## src/rtl/scan_port_pkg.sv

```systemverilog
package scan_port_pkg;

  typedef enum logic [3:0] {
    ST_TLR,
    ST_RTI,
    ST_SEL_DR,
    ST_CAP_DR,
    ST_SH_DR,
    ST_EX1_DR,
    ST_PAU_DR,
    ST_EX2_DR,
    ST_UPD_DR,
    ST_SEL_IR,
    ST_CAP_IR,
    ST_SH_IR,
    ST_EX1_IR,
    ST_PAU_IR,
    ST_EX2_IR,
    ST_UPD_IR
  } tap_state_t;

  localparam int unsigned DEF_IR_W    = 3;
  localparam int unsigned DEF_ID_W    = 32;
  localparam int unsigned DEF_BSR_LEN = 109;

endpackage

```

## src/rtl/scan_port_fsm.sv

```systemverilog
module scan_port_fsm
  import scan_port_pkg::*;
(
  input  logic       tck,
  input  logic       trst_n,
  input  logic       tms,
  output tap_state_t state
);

  tap_state_t nxt;

  always_comb begin
    unique case (state)
      ST_TLR:    nxt = tms ? ST_TLR    : ST_RTI;
      ST_RTI:    nxt = tms ? ST_SEL_DR : ST_RTI;
      ST_SEL_DR: nxt = tms ? ST_SEL_IR : ST_CAP_DR;
      ST_CAP_DR: nxt = tms ? ST_EX1_DR : ST_SH_DR;
      ST_SH_DR:  nxt = tms ? ST_EX1_DR : ST_SH_DR;
      ST_EX1_DR: nxt = tms ? ST_UPD_DR : ST_PAU_DR;
      ST_PAU_DR: nxt = tms ? ST_EX2_DR : ST_PAU_DR;
      ST_EX2_DR: nxt = tms ? ST_UPD_DR : ST_SH_DR;
      ST_UPD_DR: nxt = tms ? ST_SEL_DR : ST_RTI;
      ST_SEL_IR: nxt = tms ? ST_TLR    : ST_CAP_IR;
      ST_CAP_IR: nxt = tms ? ST_EX1_IR : ST_SH_IR;
      ST_SH_IR:  nxt = tms ? ST_EX1_IR : ST_SH_IR;
      ST_EX1_IR: nxt = tms ? ST_UPD_IR : ST_PAU_IR;
      ST_PAU_IR: nxt = tms ? ST_EX2_IR : ST_PAU_IR;
      ST_EX2_IR: nxt = tms ? ST_UPD_IR : ST_SH_IR;
      ST_UPD_IR: nxt = tms ? ST_SEL_DR : ST_RTI;
      default:   nxt = ST_TLR;
    endcase
  end

  always_ff @(posedge tck or negedge trst_n) begin
    if (!trst_n) state <= ST_TLR;
    else         state <= nxt;
  end

endmodule

```

## src/rtl/scan_port_ir.sv

```systemverilog
module scan_port_ir
  import scan_port_pkg::*;
#(
  parameter int unsigned     IR_W    = DEF_IR_W,
  parameter logic [IR_W-1:0] RST_OP  = IR_W'(1),
  parameter logic [IR_W-1:0] CAP_PAT = IR_W'(1)
) (
  input  logic            tck,
  input  logic            trst_n,
  input  tap_state_t      state,
  input  logic            tdi,
  output logic            sout,
  output logic [IR_W-1:0] ir_cur
);

  logic [IR_W-1:0] ir_sr;

  always_ff @(posedge tck or negedge trst_n) begin
    if (!trst_n) begin
      ir_sr  <= CAP_PAT;
      ir_cur <= RST_OP;
    end else begin
      unique case (state)
        ST_CAP_IR: ir_sr  <= CAP_PAT;
        ST_SH_IR:  ir_sr  <= {tdi, ir_sr[IR_W-1:1]};
        ST_UPD_IR: ir_cur <= ir_sr;
        ST_TLR:    ir_cur <= RST_OP;
        default:   ;
      endcase
    end
  end

  assign sout = ir_sr[0];

endmodule

```

## src/rtl/scan_port_shreg.sv

```systemverilog
module scan_port_shreg #(
  parameter int unsigned  W       = 32,
  parameter logic [W-1:0] CAP_VAL = '0
) (
  input  logic tck,
  input  logic trst_n,
  input  logic cap_en,
  input  logic shift_en,
  input  logic sin,
  output logic sout
);

  logic [W-1:0] sreg;
  logic [W-1:0] shifted;

  generate
    if (W == 1) begin : g_single
      assign shifted = sin;
    end else begin : g_multi
      assign shifted = {sin, sreg[W-1:1]};
    end
  endgenerate

  always_ff @(posedge tck or negedge trst_n) begin
    if (!trst_n)       sreg <= '0;
    else if (cap_en)   sreg <= CAP_VAL;
    else if (shift_en) sreg <= shifted;
  end

  assign sout = sreg[0];

endmodule

```

## src/rtl/scan_port_bsr.sv

```systemverilog
module scan_port_bsr #(
  parameter int unsigned LEN = 109
) (
  input  logic           tck,
  input  logic           trst_n,
  input  logic           cap_en,
  input  logic           shift_en,
  input  logic           upd_en,
  input  logic           sin,
  input  logic [LEN-1:0] pin_sample,
  output logic           sout,
  output logic [LEN-1:0] pin_drive
);

  logic [LEN-1:0] chain;

  always_ff @(posedge tck or negedge trst_n) begin
    if (!trst_n)       chain <= '0;
    else if (cap_en)   chain <= pin_sample;
    else if (shift_en) chain <= {sin, chain[LEN-1:1]};
  end

  always_ff @(posedge tck or negedge trst_n) begin
    if (!trst_n)     pin_drive <= '0;
    else if (upd_en) pin_drive <= chain;
  end

  assign sout = chain[0];

endmodule

```

## src/rtl/scan_port_ctrl.sv

```systemverilog
module scan_port_ctrl
  import scan_port_pkg::*;
#(
  parameter int unsigned     IR_W       = DEF_IR_W,
  parameter int unsigned     ID_W       = DEF_ID_W,
  parameter int unsigned     BSR_LEN    = DEF_BSR_LEN,
  parameter logic [ID_W-1:0] ID_VALUE   = 32'h0A5C_6093,
  parameter logic [IR_W-1:0] OP_EXTEST  = 3'b000,
  parameter logic [IR_W-1:0] OP_IDCODE  = 3'b001,
  parameter logic [IR_W-1:0] OP_SAMPLE  = 3'b100
) (
  input  logic               tck,
  input  logic               trst_n,
  input  logic               tms,
  input  logic               tdi,
  output logic               tdo,
  output logic               tdo_oe,
  input  logic [BSR_LEN-1:0] pin_sample,
  output logic [BSR_LEN-1:0] pin_drive,
  output logic               extest_active
);

  localparam logic [IR_W-1:0] IR_CAP = IR_W'(1);

  tap_state_t      state;
  logic [IR_W-1:0] ir_cur;
  logic            ir_so, id_so, byp_so, bsr_so, dr_so;
  logic            sel_id, sel_bsr;
  logic            cap_dr, sh_dr, upd_dr, sh_ir;

  scan_port_fsm u_fsm (
    .tck    (tck),
    .trst_n (trst_n),
    .tms    (tms),
    .state  (state)
  );

  scan_port_ir #(
    .IR_W    (IR_W),
    .RST_OP  (OP_IDCODE),
    .CAP_PAT (IR_CAP)
  ) u_ir (
    .tck    (tck),
    .trst_n (trst_n),
    .state  (state),
    .tdi    (tdi),
    .sout   (ir_so),
    .ir_cur (ir_cur)
  );

  assign sel_id  = (ir_cur == OP_IDCODE);
  assign sel_bsr = (ir_cur == OP_EXTEST) || (ir_cur == OP_SAMPLE);
  assign cap_dr  = (state == ST_CAP_DR);
  assign sh_dr   = (state == ST_SH_DR);
  assign upd_dr  = (state == ST_UPD_DR);
  assign sh_ir   = (state == ST_SH_IR);

  scan_port_shreg #(
    .W       (ID_W),
    .CAP_VAL (ID_VALUE)
  ) u_id (
    .tck      (tck),
    .trst_n   (trst_n),
    .cap_en   (cap_dr && sel_id),
    .shift_en (sh_dr && sel_id),
    .sin      (tdi),
    .sout     (id_so)
  );

  scan_port_shreg #(
    .W       (1),
    .CAP_VAL (1'b0)
  ) u_byp (
    .tck      (tck),
    .trst_n   (trst_n),
    .cap_en   (cap_dr && !sel_id && !sel_bsr),
    .shift_en (sh_dr && !sel_id && !sel_bsr),
    .sin      (tdi),
    .sout     (byp_so)
  );

  scan_port_bsr #(
    .LEN (BSR_LEN)
  ) u_bsr (
    .tck        (tck),
    .trst_n     (trst_n),
    .cap_en     (cap_dr && sel_bsr),
    .shift_en   (sh_dr && sel_bsr),
    .upd_en     (upd_dr && sel_bsr),
    .sin        (tdi),
    .pin_sample (pin_sample),
    .sout       (bsr_so),
    .pin_drive  (pin_drive)
  );

  assign dr_so = sel_id ? id_so : (sel_bsr ? bsr_so : byp_so);

  // Serial output is retimed to the falling edge of the test clock.
  always_ff @(negedge tck or negedge trst_n) begin
    if (!trst_n) begin
      tdo    <= 1'b0;
      tdo_oe <= 1'b0;
    end else begin
      tdo_oe <= sh_dr || sh_ir;
      tdo    <= sh_ir ? ir_so : (sh_dr ? dr_so : 1'b0);
    end
  end

  assign extest_active = (ir_cur == OP_EXTEST);

endmodule

```

## config.mk

```make
export PLATFORM = sky130hd
export DESIGN_NAME = scan_port_ctrl
export DESIGN_NICKNAME = d
export VERILOG_FILES = /design/src/rtl/scan_port_pkg.sv /design/src/rtl/scan_port_fsm.sv /design/src/rtl/scan_port_ir.sv /design/src/rtl/scan_port_shreg.sv /design/src/rtl/scan_port_bsr.sv /design/src/rtl/scan_port_ctrl.sv
export SDC_FILE = /design/constraint.sdc
export NUM_CORES = 1
export LEC_CHECK = 0
export BUFFER_PORTS_ARGS = -buffer_cell sky130_fd_sc_hd__buf_2
export CAP_MARGIN = 20
export CORE_UTILIZATION = 55
export DETAILED_ROUTE_END_ITERATION = 10
export PLACE_DENSITY_LB_ADDON = 0.2
export REMOVE_ABC_BUFFERS = 1
export SYNTH_ARGS = -nofsm -noshare
export SYNTH_HDL_FRONTEND = slang
export SYNTH_SLANG_ARGS = --single-unit
```

## constraint.sdc

```tcl
create_clock -name tck -period 2.49 [get_ports tck]
set_clock_uncertainty 0.05 [all_clocks]
set_input_delay 0.6225 -clock tck [delete_from_list [all_inputs] [get_ports tck]]
set_output_delay 0.6225 -clock tck [all_outputs]
set_load 0.005 [all_outputs]
```

Yosys cells after proc, flatten, opt, wreduce, memory -nomap -nowiden
Cells that the tools add are included.
- reductions and logical operators: 23
- multiplexer cells: 25
- eq/ne operators: 17
- operators with widths (cell ; number):
    $mux 109 ; 2
    $mux 32 ; 2
    $pmux 4 s12 ; 1
    $eq 4x4->1 const B ; 8
    $eq 4x3->1 const B ; 4
    $mux 4 ; 4
    $pmux 3 s2 ; 2
    $reduce_bool 2->1 ; 5
    $logic_and 1x1->1 ; 9
    $mux 1 ; 9
    $eq 4x2->1 const B ; 2
    $mux 2 ; 3
    $mux 3 ; 2
    $eq 4x1->1 const B ; 1
    $logic_not 4->1 ; 1
    $reduce_or 2->1 ; 2
    $eq 3x1->1 const B ; 1
    $eq 3x3->1 const B ; 1
    $logic_not 3->1 ; 1
    $reduce_or 3->1 ; 1
    $logic_not 1->1 ; 2
    $logic_or 1x1->1 ; 2
- output and inout port bits: 112
- input port bits: 113
- register bits after elaboration: 263

Logic depth before layout (Yosys ltp)
Gate-level depths: netlist of the first run.
- word-level depth: 6
- mapped depth: 7
- mapped depth without buffers: 3

Cells and area by module
A second synthesis of the first run with hierarchy kept.
- cell total of the unflattened synthesis: 898
- area total of the unflattened synthesis: 11198.2 um^2
- by module, submodules not included (module ; area each (um^2) ; instances ; cells an instance ; seq. area each (um^2)):
    scan_port_bsr ; 9048.7 ; 1 ; 702 ; 5455.2
    scan_port_shreg (u_id) ; 1338.8 ; 1 ; 103 ; 800.8
    scan_port_fsm ; 314.1 ; 1 ; 37 ; 100.1
    scan_port_ir ; 281.5 ; 1 ; 29 ; 152.6
    scan_port_ctrl ; 176.4 ; 1 ; 24 ; 50.0
    scan_port_shreg (u_byp) ; 38.8 ; 1 ; 3 ; 25.0

==> results.cfg, run 1 <==
[synthesis]
avgSynthCellArea_um2 = 15.2
synthArstFlopShare_pct = 100
synth_top_cells_by_count = mux2_2 (316), dfrtp_1 (259), buf_2 (26), a22o_1 (20), o22a_1 (12)
synth_edf_count = 0
synth_top_family_by_area = multiplexers
ys.flop_type = dfrtp_1
yosysWarnings = 0
synth_compound_area_share_pct = 4.10
synthCells = 747
yosys.area_share.xor_xnor_pct = 0.0774
synth_fa_ha_area_share_pct = 0
yosysTopAreaCellShare_pct = 57.3
muxShareOfSynthArea_pct = 33.0
yosys.area_share.simple_pct = 2.05
yosysUniqueCellTypes = 45
ys_ff_latch = 263
yosysSeqAreaShare_pct = 58.2
syn_area_um2 = 11300
yosys.cell_count.top_type = mux2_2
synth.largest_area_cell = dfrtp_1
yosys-top-cells-area = dfrtp_1 (57%), mux2_2 (31%), a22o_1 (1.5%)

[die]
fp.dieW_um = 145
row_count = 52
die_h_um = 145
io_pins = 225
coreArea_um2 = 20200
die_area_um2 = 21200
start_util_pct = 55.9

[cts]
cts_max_level = 1
clockBufferDepth = 3
clock-sinks = 263
cts.clk_slew.worst_paths_ps = 60
cts_setup_buffers = 0
numCtsBuffers = 28
cts_tree = built
clock-root-buffer = clkbuf_16
clkLatencyLatePin_ps = 520

[cells_and_area]
n_fill_cell = 1494
nets = 1092
drive_gt1_share_pct = 63.2
fin_area_um2 = 13800
final_util_pct = 68.1
syn_to_final_growth_pct = 21.8

[place]
io_buffer_count = 224
dpl.hpwl_um = 14700
detailed_place.area_um2 = 12800
place_congestion = 0.777

[route]
wl_um = 22200
via_per_inst = 5.38
via_count = 6846
drt-initial-drc-count = 225
ant_nets = 0
drc_errors = 0
dr.pass1.iters = 4
wl_per_cell_um = 17.5

[sta]
finalSetupViolCount = 3
rsz0062_at_grt = true
setup_ws_ps = -444
timing_worst_slew_pin_value_ps = 790
relSlewSlack_pct = 47.3
setup_tns_ps = -917
final_hold_viol_count = 0
slew_violations = 0
fin_hold_ws_ps = 358

[worst_hold_path]
hp-class = primary input to register
holdPathStages = 2
hp-start = tdi
holdPathEnd = u_byp.sout

[critical_path]
cpPeakStageDelay_ps = 390
cp.required_ps = 1820
cp_max_fo = 1
critPathArrivalTime_ps = 2260
r2r_start = u_ir.ir_cur[0]
r2r-end = tdo
end_kind = output port
critPathTopFamily = flip-flops
crit_type = register to output port
path_cells = buf_2
reg2reg_depth = 3
slowest_stage = dfrtn_1
worstSetupStartpointType = register
ff2ff_setup_slack_ps = -40
critPathBufInv = 1

[pwr]
fin_total_pwr_uw = 13300
vdd_ir_drop_max_v = 0.000599
powerDensity_nw_per_um2 = 963
p_leak_uw = 0.00742

[grt]
grt_pass1_vias = 7094
grt_usage_pct = 21.5
grt.overflow.total = 0
grt_max_degree = 153
grt_pass1_wl_um = 37100
antenna_found_initial = 4

[status]
failed_checks = negative setup slack
outcome = complete, but fails checks

[flow_run]
drv_cap = 0
## what timing repair did
| action | CTS | global route |
|---|---|---|
| endpoints found under the setup margin | 3 | 3 |
| pin swaps | 2 | 2 |
| hold buffers | 1 | 0 |
| resized for setup | 5 | 0 |
| hold endpoints to repair | 4 | 0 |
## logic make-up after synthesis
family	Yosys count
AO/OA/AOI/OAI	60
flip-flops	263
multiplexers	328
XOR/XNOR	1
buffers and inverters	53
AND/OR/NAND/NOR	42
## metrics by stage
stage               instances  setup slack (ps)
floorplan                 696             -7570
CTS                      1269              -469
global route             1271              -477
detailed placement       1218              -123
global placement         1218              -121
finish                   1273              -444
## sequential cells by signal (all words and copies together) (netlist names)
signal / flops
u_bsr.chain: 109
u_bsr.pin_drive: 109
u_id.sreg: 32
u_fsm.state: 4
u_ir.ir_cur: 3
u_ir.ir_sr: 3
tdo: 1
tdo_oe: 1
u_byp.sout: 1
## report_power, final
part           total (uW)  internal, uW  switching (uW)
clock network        4060          2450            1610
logic                3480          1990            1490
registers            5740          5190             548
## metal layers
| layer | global-route usage, % | vias to the layer above | wire [um] |
|---|---|---|---|
| li1 | - | 3187 | - |
| met1 | 29.1 | 3428 | 9830 |
| met2 | 33.6 | 185 | 10200 |
| met3 | 6.11 | 44 | 1550 |
| met4 | 6.58 | 2 | 618 |
| met5 | 0 | - | 11 |
## worst max path at each step
stage                   start             end  slack [ps]  cells after the start
5_1_grt                   tdo             tdo        -480                      1
3_3_place_gp   u_ir.ir_cur[0]             tdo        -120                      3
6_report                  tdo             tdo        -440                      1
4_1_cts                   tdo             tdo        -470                      1
2_1_floorplan  u_fsm.state[0]  u_bsr.chain[0]       -7570                      3
3_5_place_dp   u_fsm.state[0]             tdo        -120                      2
## final cells by class
cell class	count	area, um^2	share of cell area (%)
Sequential cell	263	6580	47.7
Clock inverter	10	103	0.744
Tap cell	270	338	2.45
Antenna cell	4	10.0	0.0726
Inverter	2	7.51	0.0544
Multi-Input combinational cell	431	4490	32.5
Clock buffer	40	807	5.85
Timing Repair Buffer	253	1450	10.5
## layout by cell type (no fill, tap or decap), drive strengths merged, types with 2 or more instances in the layout
cell type and instances:
diode 4, clkbuf 40, clkinv 7, nand3b 2
o22a 12, nand2 9, o22ai 2, dfstp 2
a21oi 6, a22o 20, a211oi 4, and3 2
bufinv 2, dfrtp 259, buf 252, or2 3
nand2b 3, mux2 327, nor2 10, nand3 3
a21o 2, o21ai 6, inv 2, or3b 2
o32ai 2, dfrtn 2
Power figures use the tool's default switching activity.
==> run 2, diff against run 1 <==
CORE_UTILIZATION = 35   (was 55)
==> run 2 against run 1 <==
The flow still finishes with violations (negative setup slack); count of clock-buffer cells in the layout grew 12; combinational power is essentially flat; global-route usage shrank 6.9 points; largest cell class unchanged; routed wire length grew 7.0%; sequential power is essentially flat; critical endpoint is now tdo_oe; setup slack lost 33 ps; clock power grew 7.9%; utilization shrank 24 points; critical path type unchanged.
==> results.cfg, run 2 (synthesized netlist as in run 1, its figures left out) <==
[critical_path]
cp.required_ps = 1820
critPathBufInv = 1
path_cells = buf_2
critPathArrivalTime_ps = 2290
critPathTopFamily = flip-flops
cpPeakStageDelay_ps = 400
crit_type = register to output port
slowest_stage = dfrtn_1
cp_max_fo = 1
end_kind = output port
worstSetupStartpointType = register

[cts]
cts_setup_buffers = 0
clock-sinks = 263
cts.clk_slew.worst_paths_ps = 60
clockBufferDepth = 3
numCtsBuffers = 31
clock-root-buffer = clkbuf_16
cts_tree = built
cts_max_level = 1
clkLatencyLatePin_ps = 550

[cells_and_area]
reg_top3 = u_bsr.chain (109), u_bsr.pin_drive (109), u_id.sreg (32)
fin_area_um2 = 14100
syn_to_final_growth_pct = 24.3
final_util_pct = 44.3
drive_gt1_share_pct = 63.0
nets = 1095
layout_common_cells = mux2_2 (316), dfrtp_1 (259), buf_2 (223)
final_common_cell = mux2_2
antenna_cells = 0
n_fill_cell = 2943

[sta]
fin_hold_ws_ps = 330
relSlewSlack_pct = 46.5
final_hold_viol_count = 0
finalSetupViolCount = 3
slew_violations = 0
setup_tns_ps = -988
timing_worst_slew_pin_value_ps = 803
setup_ws_ps = -477
rsz0062_at_grt = true

[grt]
grt.overflow.total = 0
grt_pass1_vias = 7219
grt_usage_pct = 14.6
grt_pass1_wl_um = 39200
antenna_found_initial = 1
grt_max_degree = 128

[route]
via_count = 6783
top_layer = met5
wl_per_cell_um = 16.9
wl_met3_um = 1540
wl_met1_um = 10800
drt-initial-drc-count = 250
via_per_inst = 4.82
wl_um = 23800
ant_nets = 0
wl_met2_um = 11100
drc_errors = 0
dr.pass1.iters = 4

[pwr]
p_leak_uw = 0.00747
vdd_ir_drop_max_v = 0.000636
powerDensity_nw_per_um2 = 968

[flow_run]
drv_cap = 0

[place]
place_congestion = 0.751
detailed_place.area_um2 = 13000
io_buffer_count = 224
place_ws_ps = -136
dpl.hpwl_um = 15300

[die]
fp.dieW_um = 182
die_h_um = 182
row_count = 65
start_util_pct = 35.7
coreArea_um2 = 31700
io_pins = 225
die_area_um2 = 33100

[worst_hold_path]
hp-class = primary input to register

[status]
failed_checks = negative setup slack
outcome = complete, but fails checks
[run 2: cell count changes in the layout (fill, tap and decap cells not counted), moves of 2 or more]
cell       delta
clkbuf_1      +5
clkbuf_16     +2
buf_4         -2
buf_12        +2
clkbuf_8      +5
clkinv_2      -5
diode_2       -4
[run 2: path summary, 6_finish.rpt]
kind | slack (ps) | from | to | depth (start not counted)
min in group asynchronous | 450 | trst_n | u_ir.ir_cur[2] | 2
worst min register to register | 440 | u_ir.ir_sr[0] | u_ir.ir_sr[0] | 2
worst max-delay path | -480 | tdo_oe | tdo_oe | 1
worst min-delay path | 330 | tdi | u_byp.sout | 2
max in group asynchronous | 570 | trst_n | tdo | 2
worst max register to register | -50 | u_ir.ir_cur[0] | tdo | 3
[run 2: through the flow]
step           cells  power [uW]
5_1_grt         1408       14500
3_5_place_dp    1350        9310
3_3_place_gp    1350        9250
2_1_floorplan    696        8230
6_report        1408       13600
4_1_cts         1408       13900
[run 2: area by class of cell]
class / instances / area, um^2 / share of cell area, %
Clock buffer: 52 / 945 / 6.72
Sequential cell: 263 / 6580 / 46.8
Timing Repair Buffer: 253 / 1480 / 10.5
Inverter: 2 / 7.51 / 0.0534
Multi-Input combinational cell: 431 / 4490 / 31.9
Tap cell: 402 / 503 / 3.58
Clock inverter: 5 / 56.3 / 0.400
[run 2: report_power, final]
part	switching [uW]	total [uW]	internal, uW
clock network	1720	4380	2660
registers	542	5730	5190
logic	1500	3500	2000
[run 2: timing repair]
| item | 4_1_cts | 5_1_grt |
|---|---|---|
| pin swaps | 2 | 2 |
| resized for setup | 5 | 1 |
| cloned | 0 | 0 |
| hold buffers | 1 | 0 |
| hold endpoints to repair | 22 | 0 |
| setup endpoints to repair | 3 | 3 |
[run 2: routing by layer]
| layer | global-route usage [%] | vias to the layer above |
|---|---|---|
| met5 | 0 | - |
| met4 | 3.66 | 2 |
| met3 | 3.97 | 30 |
| met2 | 23.8 | 166 |
| met1 | 19.1 | 3402 |
| li1 | - | 3183 |
==> run 3, diff against run 2 <==
clock period = 3.05 ns   (was 2.49 ns; I/O delays follow)
==> run 3 against run 2 <==
Critical endpoint is now tdo; die area did not move; highest routed layer unchanged; utilization fell by 0.52 points; global-route usage fell by 0.16 points; first-iteration DRC count rose by 2.0%; via count barely moved; total power fell by 19%; setup slack improved by 170 ps; clock power fell by 18%; the flow still finishes with violations (negative setup slack); sequential power fell by 18%.
==> results.cfg, run 3 (synthesized netlist as in run 1, its figures left out) <==
[status]
outcome = complete, but fails checks
failed_checks = negative setup slack

[sta]
relSlewSlack_pct = 35.5
setup_tns_ps = -617
final_hold_viol_count = 0
timing_worst_slew_pin_value_ps = 967
slew_violations = 0
finalSetupViolCount = 2
rsz0062_at_grt = true
setup_ws_ps = -311

[grt]
busiest_layer = met2
antenna_found_initial = 2
grt_use_met3_pct = 3.91
grt_use_met1_pct = 19.2
grt_usage_pct = 14.4
grt.overflow.total = 0
grt_pass1_wl_um = 38700
use_met2_pct = 23.1
grt_max_degree = 149
grt_pass1_vias = 7155

[cts]
cts.clk_slew.worst_paths_ps = 60
numCtsBuffers = 30
cts_max_level = 1
clockBufferDepth = 3
cts_tree = built
clock-root-buffer = clkbuf_16
clkLatencyLatePin_ps = 540
holdBufCountCts = 0
clock-sinks = 263

[critical_path]
end_kind = output port
path_cells = buf_2
critPathBufInv = 1
worst-path-stages = 1
crit_path_start = tdo
cp_max_fo = 1
critPathTopFamily = flip-flops
endpoint = tdo
crit_type = register to output port
critPathArrivalTime_ps = 2550
cpPeakStageDelay_ps = 380
r2r-end = tdo
reg2reg_depth = 3
r2r_start = u_ir.ir_cur[0]
cp.required_ps = 2240
ff2ff_setup_slack_ps = 110
worstSetupStartpointType = register
slowest_stage = dfrtn_1

[pwr]
powerDensity_nw_per_um2 = 793
vdd_ir_drop_max_v = 0.000433
p_leak_uw = 0.00739

[die]
row_count = 65
coreArea_um2 = 31700
fp.dieW_um = 182
die_area_um2 = 33100
start_util_pct = 35.7
io_pins = 225
die_h_um = 182

[place]
io_buffer_count = 224
detailed_place.area_um2 = 12900
dpl.hpwl_um = 14900
place_ws_ps = 109
place_congestion = 0.727

[route]
wl_per_cell_um = 16.9
drc_errors = 0
ant_nets = 0
drt-initial-drc-count = 255
dr.pass1.iters = 6
via_count = 6780
wl_um = 23600
via_per_inst = 4.85

[flow_run]
drv_cap = 0

[cells_and_area]
fin_area_um2 = 13900
final_common_cell = mux2_2
nets = 1084
drive_gt1_share_pct = 62.5
layout_common_cells = mux2_2 (316), dfrtp_1 (259), buf_2 (223)
reg_top3 = u_bsr.chain (109), u_bsr.pin_drive (109), u_id.sreg (32)
syn_to_final_growth_pct = 22.8

[worst_hold_path]
hp-class = primary input to asynchronous set/reset pin
## run 3: cell count changes in the layout (fill, tap and decap cells not counted), moves of 2 or more
cell,previous run,this run
clkinv_2,2,4
clkbuf_1,12,10
buf_4,18,14
clkbuf_8,9,7
buf_12,10,5
## run 3: worst min-delay path by stage
stage               cells past startpoint           from              end
global placement                        1  u_id.sreg[13]    u_id.sreg[13]
CTS                                     2         trst_n  u_bsr.chain[98]
floorplan                               2  u_ir.ir_sr[0]    u_ir.ir_sr[0]
finish                                  2         trst_n  u_bsr.chain[99]
global route                            2         trst_n  u_bsr.chain[98]
detailed placement                      1   u_id.sreg[1]     u_id.sreg[1]
## run 3: timing repair
item	CTS	global route
setup buffers	0	0
endpoints found under the setup margin	2	2
gates resized for setup	0	0
## run 3: cell type report
class | count | area [um^2]
diodes | 1 | 2.50
clock buffers | 48 | 910
clock inverters | 7 | 88.8
fillers | 2997 | 17800
inverters | 2 | 7.51
multi-input cells | 431 | 4470
flip-flops and latches | 263 | 6580
well taps | 402 | 503
repair buffers | 243 | 1340
## run 3: routing by layer
metal | wire length [um] | part of all wire [%]
met1 | 10800 | 46
met2 | 10900 | 46
met3 | 1490 | 6.3
met4 | 339 | 1.4
met5 | 13 | 0.055
## run 3: per-stage QoR
stage	total power, uW	cells	util (%)	hold WS [ps]
2_1_floorplan	6720	696	-	408
3_3_place_gp	7480	1341	40.7	422
3_5_place_dp	7540	1341	40.7	429
4_1_cts	11200	1396	43.8	303
5_1_grt	11700	1397	43.8	320
6_report	11000	1397	43.8	260
## run 3: where the power goes
group | switching, uW | internal (uW)
Clock | 1400 | 2200
Sequential | 449 | 4240
Combinational | 1190 | 1550
